[src/rtl/bwr_pkg.sv]
package bwr_pkg;

  localparam int DATA_W = 32;
  localparam int CRC_W  = 32;
  localparam logic [CRC_W-1:0] CRC_POLY = 32'hEDB88320;
  localparam logic [CRC_W-1:0] CRC_SEED = 32'hFFFFFFFF;

  typedef enum logic [2:0] {
    ST_IDLE, ST_SYNC, ST_DATA, ST_STAT, ST_CRC, ST_MATCH
  } bwr_state_e;

  // one serial step of the reflected CRC
  function automatic logic [CRC_W-1:0] crc_step(logic [CRC_W-1:0] c, logic b);
    logic fb;
    fb = c[0] ^ b;
    crc_step = (c >> 1) ^ (fb ? CRC_POLY : '0);
  endfunction

  function automatic logic [5:0] size_bits(logic [1:0] code);
    case (code)
      2'd0:    size_bits = 6'd8;
      2'd1:    size_bits = 6'd16;
      default: size_bits = 6'd32;
    endcase
  endfunction

  function automatic logic [2:0] size_bytes(logic [1:0] code);
    case (code)
      2'd0:    size_bytes = 3'd1;
      2'd1:    size_bytes = 3'd2;
      default: size_bytes = 3'd4;
    endcase
  endfunction

  function automatic logic [DATA_W-1:0] size_mask(logic [1:0] code);
    case (code)
      2'd0:    size_mask = 32'h0000_00FF;
      2'd1:    size_mask = 32'h0000_FFFF;
      default: size_mask = 32'hFFFF_FFFF;
    endcase
  endfunction

endpackage

[src/rtl/bwr_crc32.sv]
module bwr_crc32
  import bwr_pkg::*;
(
  input  logic             clk,
  input  logic             rst_n,
  input  logic             clr,
  input  logic             data_en,
  input  logic             data_bit,
  input  logic             rx_en,
  input  logic             rx_bit,
  output logic             match_now
);

  logic [CRC_W-1:0] calc_q;
  logic [CRC_W-1:0] rx_q;
  logic [CRC_W-1:0] rx_next;

  assign rx_next   = {rx_bit, rx_q[CRC_W-1:1]};
  assign match_now = (rx_next == calc_q);

  always_ff @(posedge clk or negedge rst_n) begin
    if (!rst_n) begin
      calc_q <= CRC_SEED;
      rx_q   <= '0;
    end else if (clr) begin
      calc_q <= CRC_SEED;
      rx_q   <= '0;
    end else begin
      if (data_en) calc_q <= crc_step(calc_q, data_bit);
      if (rx_en)   rx_q   <= rx_next;
    end
  end

endmodule

[src/rtl/bwr_errlog.sv]
module bwr_errlog #(
  parameter int ADDR_W = 32
) (
  input  logic              clk,
  input  logic              rst_n,
  input  logic              bus_err,
  input  logic [ADDR_W-1:0] fail_addr,
  input  logic              err_clr,
  output logic              err_flag,
  output logic [ADDR_W-1:0] err_addr
);

  always_ff @(posedge clk or negedge rst_n) begin
    if (!rst_n) begin
      err_flag <= 1'b0;
      err_addr <= '0;
    end else if (bus_err) begin
      if (!err_flag || err_clr) err_addr <= fail_addr;
      err_flag <= 1'b1;
    end else if (err_clr) begin
      err_flag <= 1'b0;
    end
  end

endmodule

[src/rtl/bwr_burst_write.sv]
module bwr_burst_write
  import bwr_pkg::*;
#(
  parameter int ADDR_W = 32,
  parameter int LEN_W  = 16
) (
  input  logic              clk,
  input  logic              rst_n,
  input  logic              tlr,
  input  logic              update,
  input  logic              shift,
  input  logic              tdi,
  input  logic              cmd_load,
  input  logic [1:0]        cmd_size,
  input  logic [ADDR_W-1:0] cmd_addr,
  input  logic [LEN_W-1:0]  cmd_len,
  output logic              tdo,
  output logic              bus_wr,
  output logic [ADDR_W-1:0] bus_addr,
  output logic [DATA_W-1:0] bus_wdata,
  output logic [1:0]        bus_size,
  input  logic              bus_busy,
  input  logic              bus_err,
  input  logic              err_clr,
  output logic              err_flag,
  output logic [ADDR_W-1:0] err_addr
);

  localparam int CNT_W = $clog2(DATA_W);

  bwr_state_e        st;
  logic [1:0]        sz_q;
  logic [ADDR_W-1:0] addr_q;
  logic [LEN_W-1:0]  left_q;
  logic [CNT_W-1:0]  bitcnt;
  logic [DATA_W-1:0] stage;
  logic [DATA_W-1:0] word_asm;
  logic [CNT_W-1:0]  last_idx;
  logic              tdo_q;
  logic              crc_match;

  // named internal events
  logic abort, go, ev_start, ev_bit, ev_word, wr_fire, ev_crcbit, ev_crc_last;

  assign abort       = tlr | update;
  assign go          = shift & ~abort & ~cmd_load;
  assign last_idx    = CNT_W'(size_bits(sz_q) - 6'd1);
  assign ev_start    = go & (st == ST_SYNC) & tdi;
  assign ev_bit      = go & (st == ST_DATA);
  assign ev_word     = ev_bit & (bitcnt == last_idx);
  assign wr_fire     = ev_word & ~bus_busy;
  assign ev_crcbit   = go & (st == ST_CRC);
  assign ev_crc_last = ev_crcbit & (bitcnt == CNT_W'(CRC_W - 1));

  always_comb begin
    word_asm         = stage;
    word_asm[bitcnt] = tdi;
  end

  always_ff @(posedge clk or negedge rst_n) begin
    if (!rst_n) begin
      st     <= ST_IDLE;
      sz_q   <= '0;
      addr_q <= '0;
      left_q <= '0;
      bitcnt <= '0;
      stage  <= '0;
      tdo_q  <= 1'b0;
    end else if (abort) begin
      st     <= ST_IDLE;
      tdo_q  <= 1'b0;
      bitcnt <= '0;
      stage  <= '0;
    end else if (cmd_load) begin
      st     <= ST_SYNC;
      sz_q   <= cmd_size;
      addr_q <= cmd_addr;
      left_q <= cmd_len;
      bitcnt <= '0;
      stage  <= '0;
      tdo_q  <= 1'b0;
    end else if (shift) begin
      case (st)
        ST_SYNC: if (tdi) begin
          bitcnt <= '0;
          stage  <= '0;
          st     <= (left_q == '0) ? ST_CRC : ST_DATA;
        end
        ST_DATA: if (ev_word) begin
          bitcnt <= '0;
          stage  <= '0;
          tdo_q  <= ~bus_busy;
          addr_q <= addr_q + ADDR_W'(size_bytes(sz_q));
          left_q <= left_q - 1'b1;
          st     <= ST_STAT;
        end else begin
          stage[bitcnt] <= tdi;
          bitcnt        <= bitcnt + 1'b1;
        end
        ST_STAT: begin
          tdo_q  <= 1'b0;
          bitcnt <= '0;
          st     <= (left_q == '0) ? ST_CRC : ST_DATA;
        end
        ST_CRC: begin
          bitcnt <= bitcnt + 1'b1;
          if (ev_crc_last) begin
            tdo_q <= crc_match;
            st    <= ST_MATCH;
          end
        end
        default: ;
      endcase
    end
  end

  always_ff @(posedge clk or negedge rst_n) begin
    if (!rst_n) begin
      bus_wr    <= 1'b0;
      bus_addr  <= '0;
      bus_wdata <= '0;
      bus_size  <= '0;
    end else begin
      bus_wr <= wr_fire;
      if (wr_fire) begin
        bus_addr  <= addr_q;
        bus_wdata <= word_asm & size_mask(sz_q);
        bus_size  <= sz_q;
      end
    end
  end

  assign tdo = tdo_q;

  bwr_crc32 u_crc (
    .clk      (clk),
    .rst_n    (rst_n),
    .clr      (cmd_load),
    .data_en  (ev_bit),
    .data_bit (tdi),
    .rx_en    (ev_crcbit),
    .rx_bit   (tdi),
    .match_now(crc_match)
  );

  bwr_errlog #(.ADDR_W(ADDR_W)) u_err (
    .clk      (clk),
    .rst_n    (rst_n),
    .bus_err  (bus_err),
    .fail_addr(bus_addr),
    .err_clr  (err_clr),
    .err_flag (err_flag),
    .err_addr (err_addr)
  );

endmodule

[config.mk]
export PLATFORM = sky130hd
export DESIGN_NAME = bwr_burst_write
export DESIGN_NICKNAME = d
export VERILOG_FILES = /design/src/rtl/bwr_pkg.sv /design/src/rtl/bwr_crc32.sv /design/src/rtl/bwr_errlog.sv /design/src/rtl/bwr_burst_write.sv
export SDC_FILE = /design/constraint.sdc
export NUM_CORES = 1
export LEC_CHECK = 0
export BUFFER_PORTS_ARGS = -buffer_cell sky130_fd_sc_hd__clkbuf_2
export CAP_MARGIN = 30
export CORE_MARGIN = 2
export CORE_UTILIZATION = 55
export DETAILED_ROUTE_END_ITERATION = 8
export PLACE_DENSITY = 0.83
export SKIP_LAST_GASP = 1
export SLEW_MARGIN = 10
export SYNTH_ARGS = -nofsm -noshare
export SYNTH_HDL_FRONTEND = slang
export SYNTH_SLANG_ARGS = --single-unit
[constraint.sdc]
create_clock -name clk -period 6.8 [get_ports clk]
set_input_delay 0.68 -clock clk [delete_from_list [all_inputs] [get_ports clk]]
set_output_delay 0.68 -clock clk [all_outputs]
set_load 0.005 [all_outputs]
# Yosys cells after proc, flatten, opt, wreduce, memory -nomap -nowiden
# Cells that the tools add are included.
[totals]
reg_bits = 255
inputBits = 60
out_inout_bits = 101
[op_classes]
add_sub_neg = 4
order_cmp = 2
eq_ne = 11
muxes = 53
bitwise = 14
reduce_logical = 22
[ops]
columns = ["cell", "n"]
rows = [
  ["$mux 32", 15],
  ["$pmux 32 s2", 2],
  ["$mux 16", 4],
  ["$mux 3", 12],
  ["$add 32x3->32", 1],
  ["$and 32x32->32", 1],
  ["$bwmux 32", 1],
  ["$eq 32x32->1", 1],
  ["$xor 31x32->32", 1],
  ["$mux 5", 5],
  ["$pmux 5 s4", 1],
  ["$logic_not 16->1", 1],
  ["$sub 16x1->16 const B", 1],
  ["$ne 4x4->1 const B", 3],
  ["$pmux 3 s4", 1],
  ["$reduce_bool 2->1", 6],
  ["$pmux 5 s2", 1],
  ["$mux 1", 8],
  ["$reduce_and 4->1", 2],
  ["$and 1x1->1", 7],
  ["$eq 3x2->1 const B", 2],
  ["$lt 5x6->1 const B", 1],
  ["$pmux 3 s2", 1],
  ["$reduce_and 3->1", 2],
  ["23 further kinds", 26],
]

# Longest topological paths before layout
[depth]
word_depth = 16
ltp_mapped = 11
mapped_depth_nobuf = 9

# Hierarchy
# Synthesis repeated with hierarchy kept, for this count alone.
[hier_totals]
hier_cells = 1294
area_unflattened_um2 = 12871.1
[by_module_without_submodules]
columns = ["mod", "instances", "cells_each", "area_each_um2", "seq_area_each_um2"]
rows = [
  ["bwr_burst_write", 1, 944, 8386.8, 3953.8],
  ["bwr_crc32", 1, 279, 3093.0, 1616.6],
  ["bwr_errlog", 1, 71, 1391.3, 825.8],
]

# Least setup slack after synthesis
# OpenSTA, ideal clock, no wires.
[synth_path]
kind = "flip-flop to flip-flop"
from = "register sz_q[0]"
to = "register addr_q[22]"
setup_time_ns = 0.069
t_arrival_ns = 2.626
required_ns = 6.731
setup_slack_ns = 4.105
stages_incl_launch_ff = 9
path_buffers = 0
synth_period_minus_slack_ns = 2.695
path_cell_list = "dfrtp_1 > nor2_1 > ha_1 > inv_1 > fa_1 > nor2b_1 > o211ai_1 > or4b_2 > nand3_1"
[synth_via]
elab_chain_len = 12
elab_cells_between_ends = 19
classes_between = "2 x add/sub; 2 x eq/ne; 11 x mux; 1 x bitwise; 3 x reduce/logical"
[synth_rtl]
columns = ["item", "line_no", "rtl"]
rows = [
  ["start, declared", "bwr_burst_write.sv:32", "logic [1:0] sz_q;"],
  ["start signal, assigned", "bwr_burst_write.sv:76", "sz_q <= cmd_size;"],
  ["$eq 2x1->1 / $logic_not 2->1 (equally long branches)", "bwr_pkg.sv:20, bwr_pkg.sv:28", ""],
  ["$pmux 3 s2", "bwr_pkg.sv:28", "case (code)"],
  ["$mux 3", "bwr_burst_write.sv:89", "ST_DATA: if (ev_word) begin"],
  ["$mux 3", "bwr_burst_write.sv:83", "case (st)"],
  ["$mux 3", "bwr_burst_write.sv:82", "end else if (shift) begin"],
  ["$mux 3", "bwr_burst_write.sv:74", "end else if (cmd_load) begin"],
  ["$mux 3", "bwr_burst_write.sv:69", "end else if (abort) begin"],
  ["$add 32x3->32", "bwr_burst_write.sv:93", "addr_q <= addr_q + ADDR_W'(size_bytes(sz_q));"],
  ["$mux 32", "bwr_burst_write.sv:89", ""],
  ["$mux 32", "bwr_burst_write.sv:83", ""],
  ["$mux 32", "bwr_burst_write.sv:82", ""],
  ["$mux 32", "bwr_burst_write.sv:74", ""],
  ["end signal, assigned", "bwr_burst_write.sv:77", "addr_q <= cmd_addr;"],
  ["end signal, assigned", "bwr_burst_write.sv:93", ""],
  ["end, declared", "bwr_burst_write.sv:33", "logic [ADDR_W-1:0] addr_q;"],
]
# Parallel ways exist; a longest one is shown, timed or not. The select of a mux whose other input is x is not followed.
# A chain may end at the register's enable or synchronous reset.

# Worst setup path after layout
[layout_path]
from = "register sz_q[1]"
to = "register addr_q[15]"
# Same word-level chain as after synthesis.

==> metrics.md <==
| Metric | Value |
|---|---|
| Combinational family with the most area after synthesis | `simple AND/OR/NAND/NOR gates` |
| Post-synth top area share | `45.0%` |
| Complex-gate fraction of the synthesized area | `14.5%` |
| Worst path required time | `7.27 ns` |
| GP Congestion | `0.918` |
| Worst Tran Pin Value | `0.969 ns` |
| CP endpoint kind | `flip-flop` |
| Vias in the first global route | `10200` |
| P per Cell Area | `235 nW/um^2` |
| DRT iter0 DRCs | `1075` |
| Max Buffers Root-to-Sink | `3` |
| Dpl hpwl | `21200 um` |
| WL per Instance | `18.8 um` |
| Layout area overhead | `15.6%` |
| Yosys warnings | `0` |
| Synth Area per Inst | `9.74 um^2` |
| CP Class | `reg -> reg` |
| CP Launch Type | `flip-flop` |
| FF-to-FF setup slack | `3.39 ns` |
| First-pass GRT wire length | `52500 um` |
| Clk slew on worst S/H paths | `0.06 ns` |
| Slew Viols, Final | `0` |
| Met2 Use GR | `41.5%` |
| Num ports | `161` |
| Chip Width | `154 um` |
| Largest net degree at the start of global routing | `172` |
| Min cycle time layout | `3.41 ns` |
| Met3 Usage GRT | `4.68%` |
| Reg2Reg Depth | `9` |
| Total gr overflow | `0` |
| Total CTS buffers | `26` |
| Die area | `23700 um^2` |
| Cell Count, Final, Fillers Out | `1694` |
| Peak supply drop | `117 uV` |
| Post-synthesis mux area share | `6.92%` |
| HP Class | `in -> async` |
| Routed WL | `31900 um` |
| CTS H-tree lvls | `1` |
| Core area | `22000 um^2` |
| RSZ-0062 raised after global routing | `no` |
| Flops & latches, synth | `254` |
| Setup bufs post-CTS | `0` |
| Post-synth top flop | `dfrtp_1` |
| Vias per inst | `6.17` |
| Layout net count | `1463` |
| Worst R2R End | `addr_q[15]` |
| Area share of fa/ha/maj cells after synthesis | `1.07%` |
| CP max FO | `19` |
| Sequential cell area fraction in the yosys report | `51.8%` |
| Synth top area cells | `dfrtp_1, nand2_1, dfstp_2, mux2_2, a21oi_1` |
| Hold Fails Final Rpt | `0` |
| Worst Hold Slack | `0.127 ns` |
| Slew HR | `34.9%` |
| Syn_nets | `1338` |
| Setup Viol. Count Final | `0` |
| Initial Util | `56.2%` |
| Initial antenna violation count | `3` |
| Die Y | `154 um` |
| Share of layout cells above drive strength 1 | `23.1%` |
| Hold buffers post-CTS | `0` |
| Setup TNS | `0 ns` |
| R2r startpoint | `sz_q[1]` |
| DR vias | `10500` |
| Async S/R FF share, synth | `100%` |
| Gr busiest metal | `met2` |
| Tot GR Track Use | `27.0%` |
| Cell row count | `54` |
| Post_cts resized | `0` |
| DRT Pass-1 Iters | `7` |
| Static Leakage | `0.00655 uW` |
| Part of the cycle the worst path needs | `50.2%` |
| Clock Skew | `0.0117 ns` |
| Simple-gate area share of the yosys netlist | `18.8%` |
| Number of synthesized flops with an enable pin | `0` |
| Root cell of the clock tree | `clkbuf_16` |
| CTS tree | `done` |
| Outcome | `finished clean` |
| Post-route ant nets | `0` |
| Port Buffer Count | `160` |
| Later-pin clock latency in the skew report | `0.53 ns` |
| Fillcell total | `1705` |
| Yosys top cell by area | `dfrtp_1` |
| CP arrival | `3.88 ns` |
| XOR/XNOR Fraction of Synth Area | `3.69%` |
| Post-route DRC | `0` |
| Sink Count | `254` |
| Post-synthesis cell count | `1268` |
| Netlist cell types | `73` |
| Final instance area | `14300 um^2` |
| Area after DPL | `13400 um^2` |
| FMAX | `0.293 GHz` |
| Max-cap check violation count | `0` |
| Global Route met1 Usage | `38.6%` |
| DP Cell Count | `1644` |
| Mapped Area | `12300 um^2` |
## per-stage QoR
step / total power (uW) / worst slack (ns) / utilization (%)
floorplan: 1820 / 4.10 / -
global placement: 1930 / 3.09 / 60.6
detailed placement: 1940 / 3.04 / 61.0
CTS: 3360 / 3.46 / 64.9
global route: 3480 / 3.16 / 65.0
finish: 3350 / 3.39 / 65.0
## sequential cells by signal, indices dropped and copies added (netlist names), 5 cells and up
| name | flops |
|---|---|
| addr_q | 32 |
| bus_addr | 32 |
| u_crc.calc_q | 32 |
| u_crc.rx_q | 31 |
| left_q | 16 |
| u_err.err_addr | 32 |
| bitcnt | 5 |
| stage | 32 |
| bus_wdata | 32 |
## synth_stat cells (7+ instances only)
cell type,count
mux2_2,59
mux2i_1,19
dfrtp_1,222
nor3_1,26
a22o_1,8
buf_1,11
and4_1,8
buf_2,8
ha_1,9
clkbuf_1,61
a211oi_1,13
inv_1,16
nor2_1,58
and3_1,19
xor2_1,34
nand4_1,17
a21oi_1,75
dfstp_2,32
nand3_1,52
o211ai_1,9
o31ai_1,30
o21ai_0,71
o22ai_1,15
xnor2_1,18
nor2b_1,8
and2_1,7
nor4_1,19
nand2_1,240
## critical path, cell delays in order (launching register included)
cell,delay [ns]
dfrtp_1,0.45
clkinv_1,0.50
nand2_1,0.30
inv_1,0.07
ha_1,0.29
a211o_1,0.21
nand3_1,0.37
nor3_1,0.57
or4b_1,0.49
nand3_1,0.09
## final cells by class
cell class	instances	area (um^2)	area share, %
Tap cell	280	350	2.45
Sequential cell	254	6400	44.8
Antenna cell	2	5.00	0.0351
Inverter	19	71.3	0.500
Clock buffer	39	751	5.26
Clock inverter	8	95.1	0.666
Multi-Input combinational cell	914	5570	39.0
Timing Repair Buffer	178	1040	7.29
## cells in the final DEF (no fill, tap or decap), types with 9 or more instances in the layout
cell type  synthesis  routed
and3_1            19      19
xnor2_1           18      18
a211oi_1          13      13
nor4_1            19      19
inv_1             16      16
a21oi_1           75      75
mux2i_1           19      19
mux2_2            59      59
nor2_1            58      58
nand4_1           17      17
o21ai_0           71      71
xor2_1            34      34
clkbuf_1          61       9
ha_1               9       9
clkbuf_16          0      27
dfrtp_1          222     222
nand2_1          240     240
dfstp_2           32      32
o211ai_1           9       9
o31ai_1           30      30
nand3_1           52      52
buf_4              0      11
clkbuf_2           0     159
o22ai_1           15      15
nor3_1            26      26
## how the worst max path moves through the flow
stage          startpoint     endpoint  slack (ns)  depth (start not counted)
6_report          sz_q[1]   addr_q[15]        3.39                          9
5_1_grt           sz_q[1]   addr_q[15]        3.16                          9
4_1_cts           sz_q[1]   addr_q[25]        3.46                          9
3_5_place_dp     cmd_load  bus_size[0]        3.04                          7
3_3_place_gp     cmd_load  bus_addr[5]        3.09                          6
2_1_floorplan     sz_q[0]   addr_q[22]        4.10                          8
## power breakdown
group | internal [uW] | switching (uW)
registers | 1560 | 69.3
logic | 107 | 187
clock network | 837 | 593
total | 2500 | 848
## kinds of logic after synthesis
family / after synthesis
flip-flops: 254
AND/OR/NAND/NOR: 493
XOR/XNOR: 52
multiplexers: 78
adder cells (fa/ha/maj): 10
AO/OA/AOI/OAI: 281
buffers and inverters: 100
## per-layer routing
layer / wire [um] / vias to the layer above
met5: 26 / -
met1: 13500 / 5107
met2: 14800 / 478
met3: 2420 / 89
met4: 1070 / 4
li1: - / 4778
Note: power is estimated with default switching activity, not from simulation.
